--- config.mk ---
export PLATFORM = sky130hd
export DESIGN_NAME = vic_irq_ctrl
export DESIGN_NICKNAME = d
export VERILOG_FILES = /design/src/rtl/vic_pkg.sv /design/src/rtl/vic_pend_bank.sv /design/src/rtl/vic_prio_pick.sv /design/src/rtl/vic_gie_ctrl.sv /design/src/rtl/vic_irq_ctrl.sv
export SDC_FILE = /design/constraint.sdc
export NUM_CORES = 1
export LEC_CHECK = 0
export ABC_AREA = 1
export BUFFER_PORTS_ARGS = -buffer_cell sky130_fd_sc_hd__buf_2
export CORE_AREA = 2 2 57 59
export CTS_CLUSTER_DIAMETER = 30
export DETAILED_ROUTE_END_ITERATION = 10
export DIE_AREA = 0 0 59 61
export HOLD_SLACK_MARGIN = 0.02
export PLACE_DENSITY_LB_ADDON = 0.08
export SYNTH_ARGS = -nofsm -noshare
export SYNTH_HDL_FRONTEND = slang
export SYNTH_SLANG_ARGS = --single-unit
--- constraint.sdc ---
create_clock -name clk_i -period 1.7 [get_ports clk_i]
set_input_delay 0.255 -clock clk_i [delete_from_list [all_inputs] [get_ports clk_i]]
set_output_delay 0.255 -clock clk_i [all_outputs]
set_load 0.01 [all_outputs]
--- src/rtl/vic_pkg.sv ---
package vic_pkg;
  localparam int unsigned WORDS_PER_ENTRY = 2;

  // word address of the entry after the reset entry
  function automatic int unsigned entry_word(input int unsigned src);
    return (src + 1) * WORDS_PER_ENTRY;
  endfunction
endpackage

--- src/rtl/vic_pend_bank.sv ---
module vic_pend_bank #(
  parameter int unsigned NUM_SRC = 8
) (
  input  logic               clk_i,
  input  logic               rst_ni,
  input  logic [NUM_SRC-1:0] set_i,
  input  logic [NUM_SRC-1:0] clr_i,
  output logic [NUM_SRC-1:0] pend_o
);
  logic [NUM_SRC-1:0] pend_q;

  for (genvar g = 0; g < NUM_SRC; g++) begin : g_flag
    always_ff @(posedge clk_i or negedge rst_ni) begin
      if (!rst_ni)         pend_q[g] <= 1'b0;
      else if (set_i[g])   pend_q[g] <= 1'b1;  // new event beats service clear
      else if (clr_i[g])   pend_q[g] <= 1'b0;
    end


    flag_hold_chk: assert property (@(posedge clk_i) disable iff (!rst_ni)
      (pend_q[g] && !clr_i[g]) |=> pend_q[g]);

    set_wins_chk: assert property (@(posedge clk_i) disable iff (!rst_ni)
      set_i[g] |=> pend_q[g]);
  end

  assign pend_o = pend_q;
endmodule

--- src/rtl/vic_prio_pick.sv ---
module vic_prio_pick #(
  parameter int unsigned NUM_SRC = 8,
  localparam int unsigned IW = (NUM_SRC > 1) ? $clog2(NUM_SRC) : 1
) (
  input  logic [NUM_SRC-1:0] req_i,
  output logic               any_o,
  output logic [IW-1:0]      idx_o,
  output logic [NUM_SRC-1:0] onehot_o
);
  always_comb begin
    any_o = 1'b0;
    idx_o = '0;
    for (int i = NUM_SRC - 1; i >= 0; i--) begin
      if (req_i[i]) begin
        any_o = 1'b1;
        idx_o = IW'(i);
      end
    end
  end

  always_comb onehot_o = any_o ? (NUM_SRC'(1) << idx_o) : '0;

  always_comb begin

    lowest_wins_chk: assert (((onehot_o - NUM_SRC'(1)) & req_i) == '0 || !any_o);
  end
endmodule

--- src/rtl/vic_gie_ctrl.sv ---
module vic_gie_ctrl (
  input  logic clk_i,
  input  logic rst_ni,
  input  logic entry_i,
  input  logic sei_i,
  input  logic cli_i,
  input  logic ret_i,
  input  logic reti_i,
  output logic gie_o
);
  logic gie_q;

  always_ff @(posedge clk_i or negedge rst_ni) begin
    if (!rst_ni)              gie_q <= 1'b0;
    else if (entry_i)         gie_q <= 1'b0;
    else if (cli_i)           gie_q <= 1'b0;
    else if (sei_i || reti_i) gie_q <= 1'b1;
  end

  assign gie_o = gie_q;


  entry_clears_chk: assert property (@(posedge clk_i) disable iff (!rst_ni)
    entry_i |=> !gie_q);

  ret_keeps_gie_chk: assert property (@(posedge clk_i) disable iff (!rst_ni)
    (ret_i && !reti_i && !sei_i && !cli_i && !entry_i) |=> gie_q == $past(gie_q));

  reti_sets_chk: assert property (@(posedge clk_i) disable iff (!rst_ni)
    (reti_i && !cli_i && !entry_i) |=> gie_q);
endmodule

--- src/rtl/vic_irq_ctrl.sv ---
module vic_irq_ctrl #(
  parameter int unsigned NUM_SRC = 8,
  parameter int unsigned VEC_AW  = 16
) (
  input  logic               clk_i,
  input  logic               rst_ni,
  input  logic [NUM_SRC-1:0] irq_set_i,
  input  logic [NUM_SRC-1:0] irq_en_i,
  input  logic               insn_done_i,
  input  logic               sei_i,
  input  logic               cli_i,
  input  logic               ret_i,
  input  logic               reti_i,
  output logic               take_o,
  output logic [VEC_AW-1:0]  vec_o,
  output logic               push_pc_o,
  output logic               gie_clr_o,
  output logic [NUM_SRC-1:0] ack_o,
  output logic               gie_o
);
  import vic_pkg::*;

  localparam int unsigned IW = (NUM_SRC > 1) ? $clog2(NUM_SRC) : 1;

  logic [NUM_SRC-1:0] pend, req, win_oh, clr;
  logic [IW-1:0]      win_idx;
  logic               win_any, gie, accept;
  logic               take_q;
  logic [VEC_AW-1:0]  vec_q, vec_d;
  logic [NUM_SRC-1:0] ack_q;

  assign req    = pend & irq_en_i;
  // return boundary never accepts: one more main-program instruction first
  assign accept = insn_done_i && gie && !reti_i && win_any;
  assign clr    = accept ? win_oh : '0;
  assign vec_d  = VEC_AW'(entry_word(32'(win_idx)));

  vic_pend_bank #(.NUM_SRC(NUM_SRC)) i_pend (
    .clk_i (clk_i),
    .rst_ni(rst_ni),
    .set_i (irq_set_i),
    .clr_i (clr),
    .pend_o(pend)
  );

  vic_prio_pick #(.NUM_SRC(NUM_SRC)) i_pick (
    .req_i   (req),
    .any_o   (win_any),
    .idx_o   (win_idx),
    .onehot_o(win_oh)
  );

  vic_gie_ctrl i_gie (
    .clk_i  (clk_i),
    .rst_ni (rst_ni),
    .entry_i(accept),
    .sei_i  (sei_i),
    .cli_i  (cli_i),
    .ret_i  (ret_i),
    .reti_i (reti_i),
    .gie_o  (gie)
  );

  always_ff @(posedge clk_i or negedge rst_ni) begin
    if (!rst_ni) begin
      take_q <= 1'b0;
      ack_q  <= '0;
      vec_q  <= '0;
    end else begin
      take_q <= accept;
      ack_q  <= clr;
      if (accept) vec_q <= vec_d;
    end
  end

  assign take_o    = take_q;
  assign vec_o     = vec_q;
  assign push_pc_o = take_q;
  assign gie_clr_o = take_q;
  assign ack_o     = ack_q;
  assign gie_o     = gie;


  take_at_boundary_chk: assert property (@(posedge clk_i) disable iff (!rst_ni)
    take_o |-> $past(insn_done_i));

  take_single_chk: assert property (@(posedge clk_i) disable iff (!rst_ni)
    take_o |=> !take_o);

  reti_no_take_chk: assert property (@(posedge clk_i) disable iff (!rst_ni)
    reti_i |=> !take_o);

  ack_onehot_chk: assert property (@(posedge clk_i) disable iff (!rst_ni)
    take_o |-> $onehot(ack_o));

  ack_idle_chk: assert property (@(posedge clk_i) disable iff (!rst_ni)
    !take_o |-> ack_o == '0);

  take_gie_low_chk: assert property (@(posedge clk_i) disable iff (!rst_ni)
    take_o |-> !gie_o);
endmodule

==> metrics <==
Worst setup SP type register; clock skew 6.66 ps; Yosys reg bits 22; Num CTS Buffers 3; diode count 0; grt total ovfl 0; Power Total 0.994 mW; Post-synth ARST share 1.00; Leak Pwr 0.889 nW; Synth top area share 0.465; Cell Pwr Density 653 mW/mm^2; synth top area cells dfrtp_1, buf_4, nand2_1; routability congestion estimate 0.711; CP Capture Type register; top cells by count, synth nand2_1, dfrtp_1, inv_1, buf_4; Critical-path top delay cell dfrtp_1; NumNets Final 196; Hold WS 89.5 ps; Cell Area, Synth 0.00118 sq mm; residual DRC count 0; worst stage delay on the critical path 380 ps; Layout area overhead 28.6%; worst-path fanout max 3; Peak VDD IR 275 uV; detailed-router iteration count before antenna repair 3; Port-buffer cells 37; Die Area 0.00360 sq mm; final hold vios 0; WP data arrival 1820 ps; Rows 20; HPWL Detailed 1620 um; Post-Place Setup Slack -59.8 ps; Synth area leader dfrtp_1; post-DR vias/cell 4.21; CTS tree done; Die X 59 um; DIE HEIGHT 61 um; initial antenna violation count 0; Core Area 0.00295 sq mm; initial drt markers 4; yosys warns 0; syn_area_per_cell 9.78 sq um; GR Util All Layers 0.124; CP delay by family, top flip-flops; Multi-input gate area 578 sq um; Seq. cell area 551 sq um; number of top-level pins 51; RSZ-0062 raised after global routing true; status finished clean; first-pass GRT wire length 3240 um; Post-synth EDFFs 0; final worst slack 88.0 ps; min Tclk post-route 1610 ps; Detail Route Antenna Nets 0; DR vias 837; Req. time, crit path 1910 ps; Post-Syn Instances 121; clock-pin slew on the worst setup and hold paths 110 ps; Bufs and invs on worst path 3; Slew Limit Fails 0; Longest Clk Path Bufs 2; Hold Path Class input port to register; fillers 302; post-synthesis cell type count 19; final wirelength 2040 um; Seq/Total Area, Yosys 0.465; # H-tree levels 1; critical path cell sequence nand2_2 -> buf_4 -> nand2_2 -> nand3_2 -> a21oi_4 -> ha_1 -> inv_1 -> buf_4 -> nor2_4 -> o21bai_2; largest net degree at the start of global routing 23; share of cells above drive strength 1 0.518; max cap viols 0; Crit Path Category register to register; WL/cell 10.2 um; final setup vio count 0; fin crit share 0.948; root buffer cell clkbuf_4; via count of the first global-routing pass 759; Skew-Pair Late Insertion Delay 310 ps; initial core utilization 0.401; # clock sinks 22; dominant synthesized flop cell dfrtp_1; fmax 0.620 GHz; top-count cell post-synth nand2_1
[layout by cell type (no fill, tap or decap), types with 3 or more instances in the layout]
cell	instances
inv_4	3
nor3_1	3
buf_4	7
nand2_2	8
inv_2	5
clkbuf_4	3
buf_2	37
o21bai_1	5
inv_1	12
o21bai_2	3
nand2_4	4
nand2_1	19
dfrtp_1	22
nor2_4	6
conb_1	12
ha_1	3
[flip-flops by register name (all words and copies together), names as in the netlist]
register,flops
i_pend.pend_o,8
vec_o,4
ack_o,8
i_gie.gie_o,1
gie_clr_o,1
[report_power, final]
part	switching, mW	internal [mW]	leakage (nW)
combinational	0.122	0.0865	0.615
clock	0.148	0.0828	0.0138
sequential	0.0103	0.544	0.260
[metal layers]
metal,GRT usage,wire length [um],vias to the layer above
met4,0.0779,50,0
met2,0.205,999,26
met1,0.147,884,375
li1,-,-,431
met3,0.0299,100,5
met5,0,0,-
[cell type report]
cell class | instances | area share
multi-input combinational | 76 | 0.380
sequential | 22 | 0.362
inverter | 20 | 0.0542
clock buffer | 3 | 0.0148
tap | 33 | 0.0271
timing repair buffer | 45 | 0.163
[kinds of logic after synthesis]
family,Yosys count,share of synthesized area
simple gates,48,0.240
buf+inv,34,0.156
compound gates,11,0.0824
flops,22,0.465
other cells,1,0.00317
fa+ha+maj,5,0.0529
[worst paths after layout]
path	start	end	slack [ps]	cells past startpoint
worst max-delay path	i_pend.pend_o[7]	i_pend.pend_o[6]	90	10
worst min-delay path	cli_i	i_gie.gie_o	90	2
worst max register to register	i_pend.pend_o[7]	i_pend.pend_o[6]	90	10
worst min register to register	vec_o[3]	vec_o[3]	490	2
max in group asynchronous	rst_ni	ack_o[2]	920	2
min in group asynchronous	rst_ni	i_pend.pend_o[7]	430	2
[what timing repair did]
action,CTS,global route
pin swaps,2,9
endpoints found under the setup margin,6,13
gates resized for setup,7,19
buffers inserted,0,1
hold endpoints to repair,22,0
hold buffers,1,0
[metrics by stage]
stage               TNS (ps)  area, sq um  std cells  utilization
global placement       -58.1         1390        194        0.471
detailed placement      -184         1390        194        0.471
CTS                        0         1440        198        0.489
floorplan                  0         1220        132            -
global route            -109         1520        199        0.516
finish                     0         1520        199        0.516
No activity file was read; power rests on OpenSTA's default activity.
